--- src/rtl/cla_pkg.sv ---
package cla_pkg;
  // Default slice width and slice count of the two-level adder
  localparam int unsigned SLICE_W_DEF  = 4;
  localparam int unsigned SLICE_N_DEF  = 4;
  localparam int unsigned WORD_W_DEF   = SLICE_W_DEF * SLICE_N_DEF;
endpackage

--- src/rtl/cla_lookahead.sv ---
// Flat lookahead unit: from N generate/propagate pairs and a carry-in,
// forms every carry in two levels (AND of products, then OR), plus the
// collective propagate/generate of the N positions.
module cla_lookahead #(
  parameter int unsigned N = 4
) (
  input  logic [N-1:0] gen_i,
  input  logic [N-1:0] prop_i,
  input  logic         cin_i,
  output logic [N:1]   carry_o,
  output logic         grp_prop_o,
  output logic         grp_gen_o
);

  // Carry j+1 = OR over k<=j of (gen[k] & prop[k+1..j]) | (cin & prop[0..j])
  always_comb begin
    logic acc;
    logic prod;
    for (int j = 0; j < N; j++) begin
      acc = 1'b0;
      for (int k = 0; k <= j; k++) begin
        prod = gen_i[k];
        for (int m = k + 1; m <= j; m++) begin
          prod = prod & prop_i[m];
        end
        acc = acc | prod;
      end
      prod = cin_i;
      for (int m = 0; m <= j; m++) begin
        prod = prod & prop_i[m];
      end
      carry_o[j+1] = acc | prod;
    end
  end

  // Collective generate: some position generates and all above it propagate
  always_comb begin
    logic acc;
    logic prod;
    acc = 1'b0;
    for (int k = 0; k < N; k++) begin
      prod = gen_i[k];
      for (int m = k + 1; m < N; m++) begin
        prod = prod & prop_i[m];
      end
      acc = acc | prod;
    end
    grp_gen_o = acc;
  end

  assign grp_prop_o = &prop_i;

  // Each flat carry must agree with the one-step recurrence on its neighbour
  always_comb begin
    logic prev;
    for (int j = 0; j < N; j++) begin
      prev = (j == 0) ? cin_i : carry_o[j];

      carry_step_chk: assert (carry_o[j+1] == (gen_i[j] | (prop_i[j] & prev)))
        else $error("carry recurrence broken at position %0d", j);
    end
  end


  always_comb begin
    group_pair_chk: assert (carry_o[N] == (grp_gen_o | (grp_prop_o & cin_i)))
      else $error("collective pair does not explain the top carry");
  end

endmodule

--- src/rtl/cla_slice.sv ---
// One slice of the adder: bit generate/propagate, local lookahead, sum XOR.
module cla_slice #(
  parameter int unsigned W = 4
) (
  input  logic [W-1:0] a_i,
  input  logic [W-1:0] b_i,
  input  logic         cin_i,
  output logic [W-1:0] sum_o,
  output logic         prop_o,
  output logic         gen_o
);

  logic [W-1:0] bit_gen;
  logic [W-1:0] bit_prop;
  logic [W:1]   bit_carry;
  logic [W-1:0] carry_into;
  logic         unused_top;

  assign bit_gen  = a_i & b_i;
  assign bit_prop = a_i | b_i;

  cla_lookahead #(.N(W)) u_local_la (
    .gen_i      (bit_gen),
    .prop_i     (bit_prop),
    .cin_i      (cin_i),
    .carry_o    (bit_carry),
    .grp_prop_o (prop_o),
    .grp_gen_o  (gen_o)
  );

  generate
    if (W > 1) begin : g_wide
      assign carry_into = {bit_carry[W-1:1], cin_i};
    end else begin : g_single
      assign carry_into = cin_i;
    end
  endgenerate

  assign unused_top = bit_carry[W];
  assign sum_o      = a_i ^ b_i ^ carry_into;


  always_comb begin
    slice_sum_chk: assert (sum_o == W'((a_i + b_i) + {{(W-1){1'b0}}, cin_i}))
      else $error("slice sum wrong");
  end

endmodule

--- src/rtl/cla16_adder.sv ---
// Two-level carry-lookahead adder: slices plus a second lookahead level.
module cla16_adder
  import cla_pkg::*;
#(
  parameter int unsigned SLICE_W = SLICE_W_DEF,
  parameter int unsigned SLICE_N = SLICE_N_DEF,
  localparam int unsigned WORD_W = SLICE_W * SLICE_N
) (
  input  logic [WORD_W-1:0] a_in,
  input  logic [WORD_W-1:0] b_in,
  input  logic              carry_in,
  output logic [WORD_W-1:0] sum_out,
  output logic              carry_out,
  output logic              word_prop,
  output logic              word_gen
);

  logic [SLICE_N-1:0] slice_prop;
  logic [SLICE_N-1:0] slice_gen;
  logic [SLICE_N:1]   upper_carry;
  logic [SLICE_N-1:0] slice_cin;

  generate
    if (SLICE_N > 1) begin : g_multi
      assign slice_cin = {upper_carry[SLICE_N-1:1], carry_in};
    end else begin : g_one
      assign slice_cin = carry_in;
    end

    for (genvar s = 0; s < SLICE_N; s++) begin : g_slice
      cla_slice #(.W(SLICE_W)) u_slice (
        .a_i    (a_in[s*SLICE_W +: SLICE_W]),
        .b_i    (b_in[s*SLICE_W +: SLICE_W]),
        .cin_i  (slice_cin[s]),
        .sum_o  (sum_out[s*SLICE_W +: SLICE_W]),
        .prop_o (slice_prop[s]),
        .gen_o  (slice_gen[s])
      );
    end
  endgenerate

  cla_lookahead #(.N(SLICE_N)) u_upper_la (
    .gen_i      (slice_gen),
    .prop_i     (slice_prop),
    .cin_i      (carry_in),
    .carry_o    (upper_carry),
    .grp_prop_o (word_prop),
    .grp_gen_o  (word_gen)
  );

  assign carry_out = upper_carry[SLICE_N];


  always_comb begin
    word_sum_chk: assert ({carry_out, sum_out} ==
                          ((WORD_W+1)'(a_in) + (WORD_W+1)'(b_in) + (WORD_W+1)'(carry_in)))
      else $error("word sum disagrees with integer addition");
  end


  always_comb begin
    word_prop_chk: assert (word_prop == (&(a_in | b_in)))
      else $error("word propagate wrong");
  end

endmodule

--- config.mk ---
export PLATFORM = sky130hd
export DESIGN_NAME = cla16_adder
export DESIGN_NICKNAME = d
export VERILOG_FILES = /design/src/rtl/cla_pkg.sv /design/src/rtl/cla_lookahead.sv /design/src/rtl/cla_slice.sv /design/src/rtl/cla16_adder.sv
export SDC_FILE = /design/constraint.sdc
export NUM_CORES = 1
export LEC_CHECK = 0
export CAP_MARGIN = 20
export CORE_MARGIN = 1.5
export CORE_UTILIZATION = 39
export DETAILED_ROUTE_END_ITERATION = 10
export PLACE_DENSITY = 0.8
export SYNTH_ARGS = -nofsm -noshare
export SYNTH_HDL_FRONTEND = slang
export SYNTH_SLANG_ARGS = --single-unit
--- constraint.sdc ---
create_clock -name vclk -period 3.1
set_clock_uncertainty 0.2 [all_clocks]
set_input_delay 0.62 -clock vclk [all_inputs]
set_output_delay 0.62 -clock vclk [all_outputs]
set_load 0.02 [all_outputs]
==> metrics <==
Routed WL per cell=between 15 and 20 um; CP Class=primary input to output pin; Vias/cell=about 5.4; final-layout clock buffer total=0; CP Capture Point=sum_out[13]; switching power of the nets=0.000269 W; Residual DRC=0; Max IR drop VDD=between 0.2 and 0.25 mV; TritonRoute pass-1 iters=4; Worst Hold Class=primary input to output pin; CP Depth=10; Worst Path Max Fanout=4; Avg Cell Area, Syn=~7.6 sq um; first-pass GRT wire length=roughly 6700 um; First DRT Iteration DRCs=63; P_leak=1.10 nW; Global Route Usage Sum=0.260; Final WS setup=-0.239 ns; vias in the first global route=about 1600; Final Hold Vio Count=0; Slew @ Worst Pin=0.364 ns; Storage cell area=0 sq um; Util after Layout=0.900; worst path cell trace=buf_8, ha_4, nor2b_4, o21ai_2, nand3_2, a211oi_4, o21bai_2, fa_2, xor2_4, buf_6; fin cells=roughly 270; max-slew violations=0; top cell family by delay on the critical path=compound AO/OA/AOI/OAI gates; row count=18; routability cong.=about 0.8; Synth area leaders=ha_1 (37%), inv_1 (14%), fa_1 (7.3%), xor2_1 (6.4%), a21oi_1 (3.2%); setup tns final=-1.37 ns; top cell type by total area after synthesis=ha_1; worst endpoint required time=~2.3 ns; worst path bufs/invs=2; layout cells sized above 1=0.677; Cells on Worst Hold Path=5; Fmax=about 300 MHz; via count=approximately 1400; power density over cell area=about 230 nW/um^2; sequential area share after synthesis=0; Yosys top cell area share=0.367; post-DP HPWL=between 2000 and 3000 um; core area=2570 sq um; Yosys cell types=31; Reg power frac=0; synthesized area=~1100 sq um; failing checks=negative setup slack; Worst setup SP type=primary input; Initial Utilization=0.425; largest net degree at the start of global routing=5; Worst path max stage delay=approximately 0.42 ns; final setup fails=12; Critical Path Start=b_in[0]; RSZ-0062 raised after global routing=true; die width=~56 um; Final Total Pwr=around 0.00053 W; Post-Syn Instances=144; Power Internal=about 0.00026 W; fin nets=~310; min cycle time layout=around 3.3 ns; Die Area=roughly 3100 sq um; Slew headroom=0.758; I/O pins=52; placed cell count=258; slowest cell on the critical path=fa_2; Final period util=1.08; drt total wl=between 5000 and 6000 um; Ys Warns=0; IO buf count=52; max-cap violation count=0; Post-Syn Nets=roughly 210; Critical Path AT=2.52 ns; initial antenna violation count=1; FFs & Latches=0; chip height=around 56 um; status=complete, but fails checks; clock power share=0; grt total ovfl=0; Sw Share=0.505; remaining antenna violation count after routing=0; Logic pwr share=1.000; Area Overhead vs Synth=112%; CP Capture Type=output pin
[tightest hold or removal path, stage by stage]
cell     delay (ns)
buf_2          0.11
inv_2          0.06
ha_4           0.12
xnor2_1        0.06
buf_4          0.15
[power groups by stage]
stage | clock, W | sequential, W | combinational, W
floorplan | 0 | 0 | 0.000221
global placement | 0 | 0 | 0.000417
detailed placement | 0 | 0 | 0.000432
CTS | 0 | 0 | 0.000473
global route | 0.0000000000431 | 0 | 0.000559
finish | 0.0000000000431 | 0 | 0.000533
[synthesized netlist by cell type, drive strengths merged]
library cell,n
o21bai,4
o21a,1
nand2b,2
nand2,3
inv,42
fa,4
a31oi,1
a21oi,7
o311a,1
or2,1
nor2,7
o21ai,4
or3,5
a221oi,1
o31ai,2
or4b,1
nand3,1
o22ai,1
xnor2,2
ha,32
nor2b,2
xor2,8
a211oi,2
or4,1
o221ai,1
nor3,5
nor4,2
a22oi,1
[cell usage in the layout, fill, tap and decap left out, types with 4 or more instances in the layout]
cell type	Yosys	final
nor2_1	7	5
ha_1	32	12
dlygate4sd2_1	0	5
xor2_1	8	5
ha_4	0	16
ha_2	0	4
clkdlybuf4s50_1	0	7
buf_2	0	18
buf_4	0	39
buf_6	0	16
inv_2	0	25
inv_1	42	15
buf_8	0	4
[repair_timing]
| action | CTS | global route |
|---|---|---|
| pin swaps | 35 | 19 |
| endpoints found under the setup margin | 19 | 15 |
| endpoints found under the hold margin | 0 | 0 |
| gates resized for setup | 251 | 42 |
| buffers inserted | 6 | 3 |
| hold buffers | 0 | 0 |
[logic make-up after synthesis]
| logic type | Yosys count | share of synthesized area |
|---|---|---|
| buffers and inverters | 42 | 0.144 |
| adders and majority gates | 36 | 0.440 |
| and+or+nand+nor | 30 | 0.156 |
| AOI/OAI and AO/OA | 26 | 0.179 |
| xor gates and xnor gates | 10 | 0.0803 |
[stage by stage]
step	cell area, sq um	hold WS [ns]	worst slack (ns)
5_1_grt	2310	1.55	-0.324
4_1_cts	2180	1.51	-0.204
3_3_place_gp	1960	2.23	-1.05
3_5_place_dp	1960	2.24	-1.15
2_1_floorplan	1160	1.29	-0.0803
6_report	2310	1.53	-0.239
[how the worst min path moves through the flow]
stage / start / to / slack [ns]
floorplan: b_in[12] / sum_out[12] / 1.29
global placement: b_in[3] / sum_out[3] / 2.23
detailed placement: b_in[5] / sum_out[5] / 2.24
CTS: a_in[10] / sum_out[10] / 1.51
global route: a_in[10] / sum_out[10] / 1.55
finish: a_in[6] / sum_out[6] / 1.53
[per-layer routing]
layer | up-vias | GRT usage | part of all wire
met3 | 24 | 0.0279 | 0.058
met1 | 676 | 0.274 | 0.36
met2 | 81 | 0.515 | 0.53
met5 | - | 0 | 0
met4 | 0 | 0.102 | 0.044
li1 | 643 | - | -
[final cells by class]
type               instances  area, sq um
well taps                 30         37.5
diodes                     1         2.50
fillers                  117          256
inverters                 42          163
multi-input cells        102         1350
repair buffers            91          754
No activity file was read; power rests on OpenSTA's default activity.
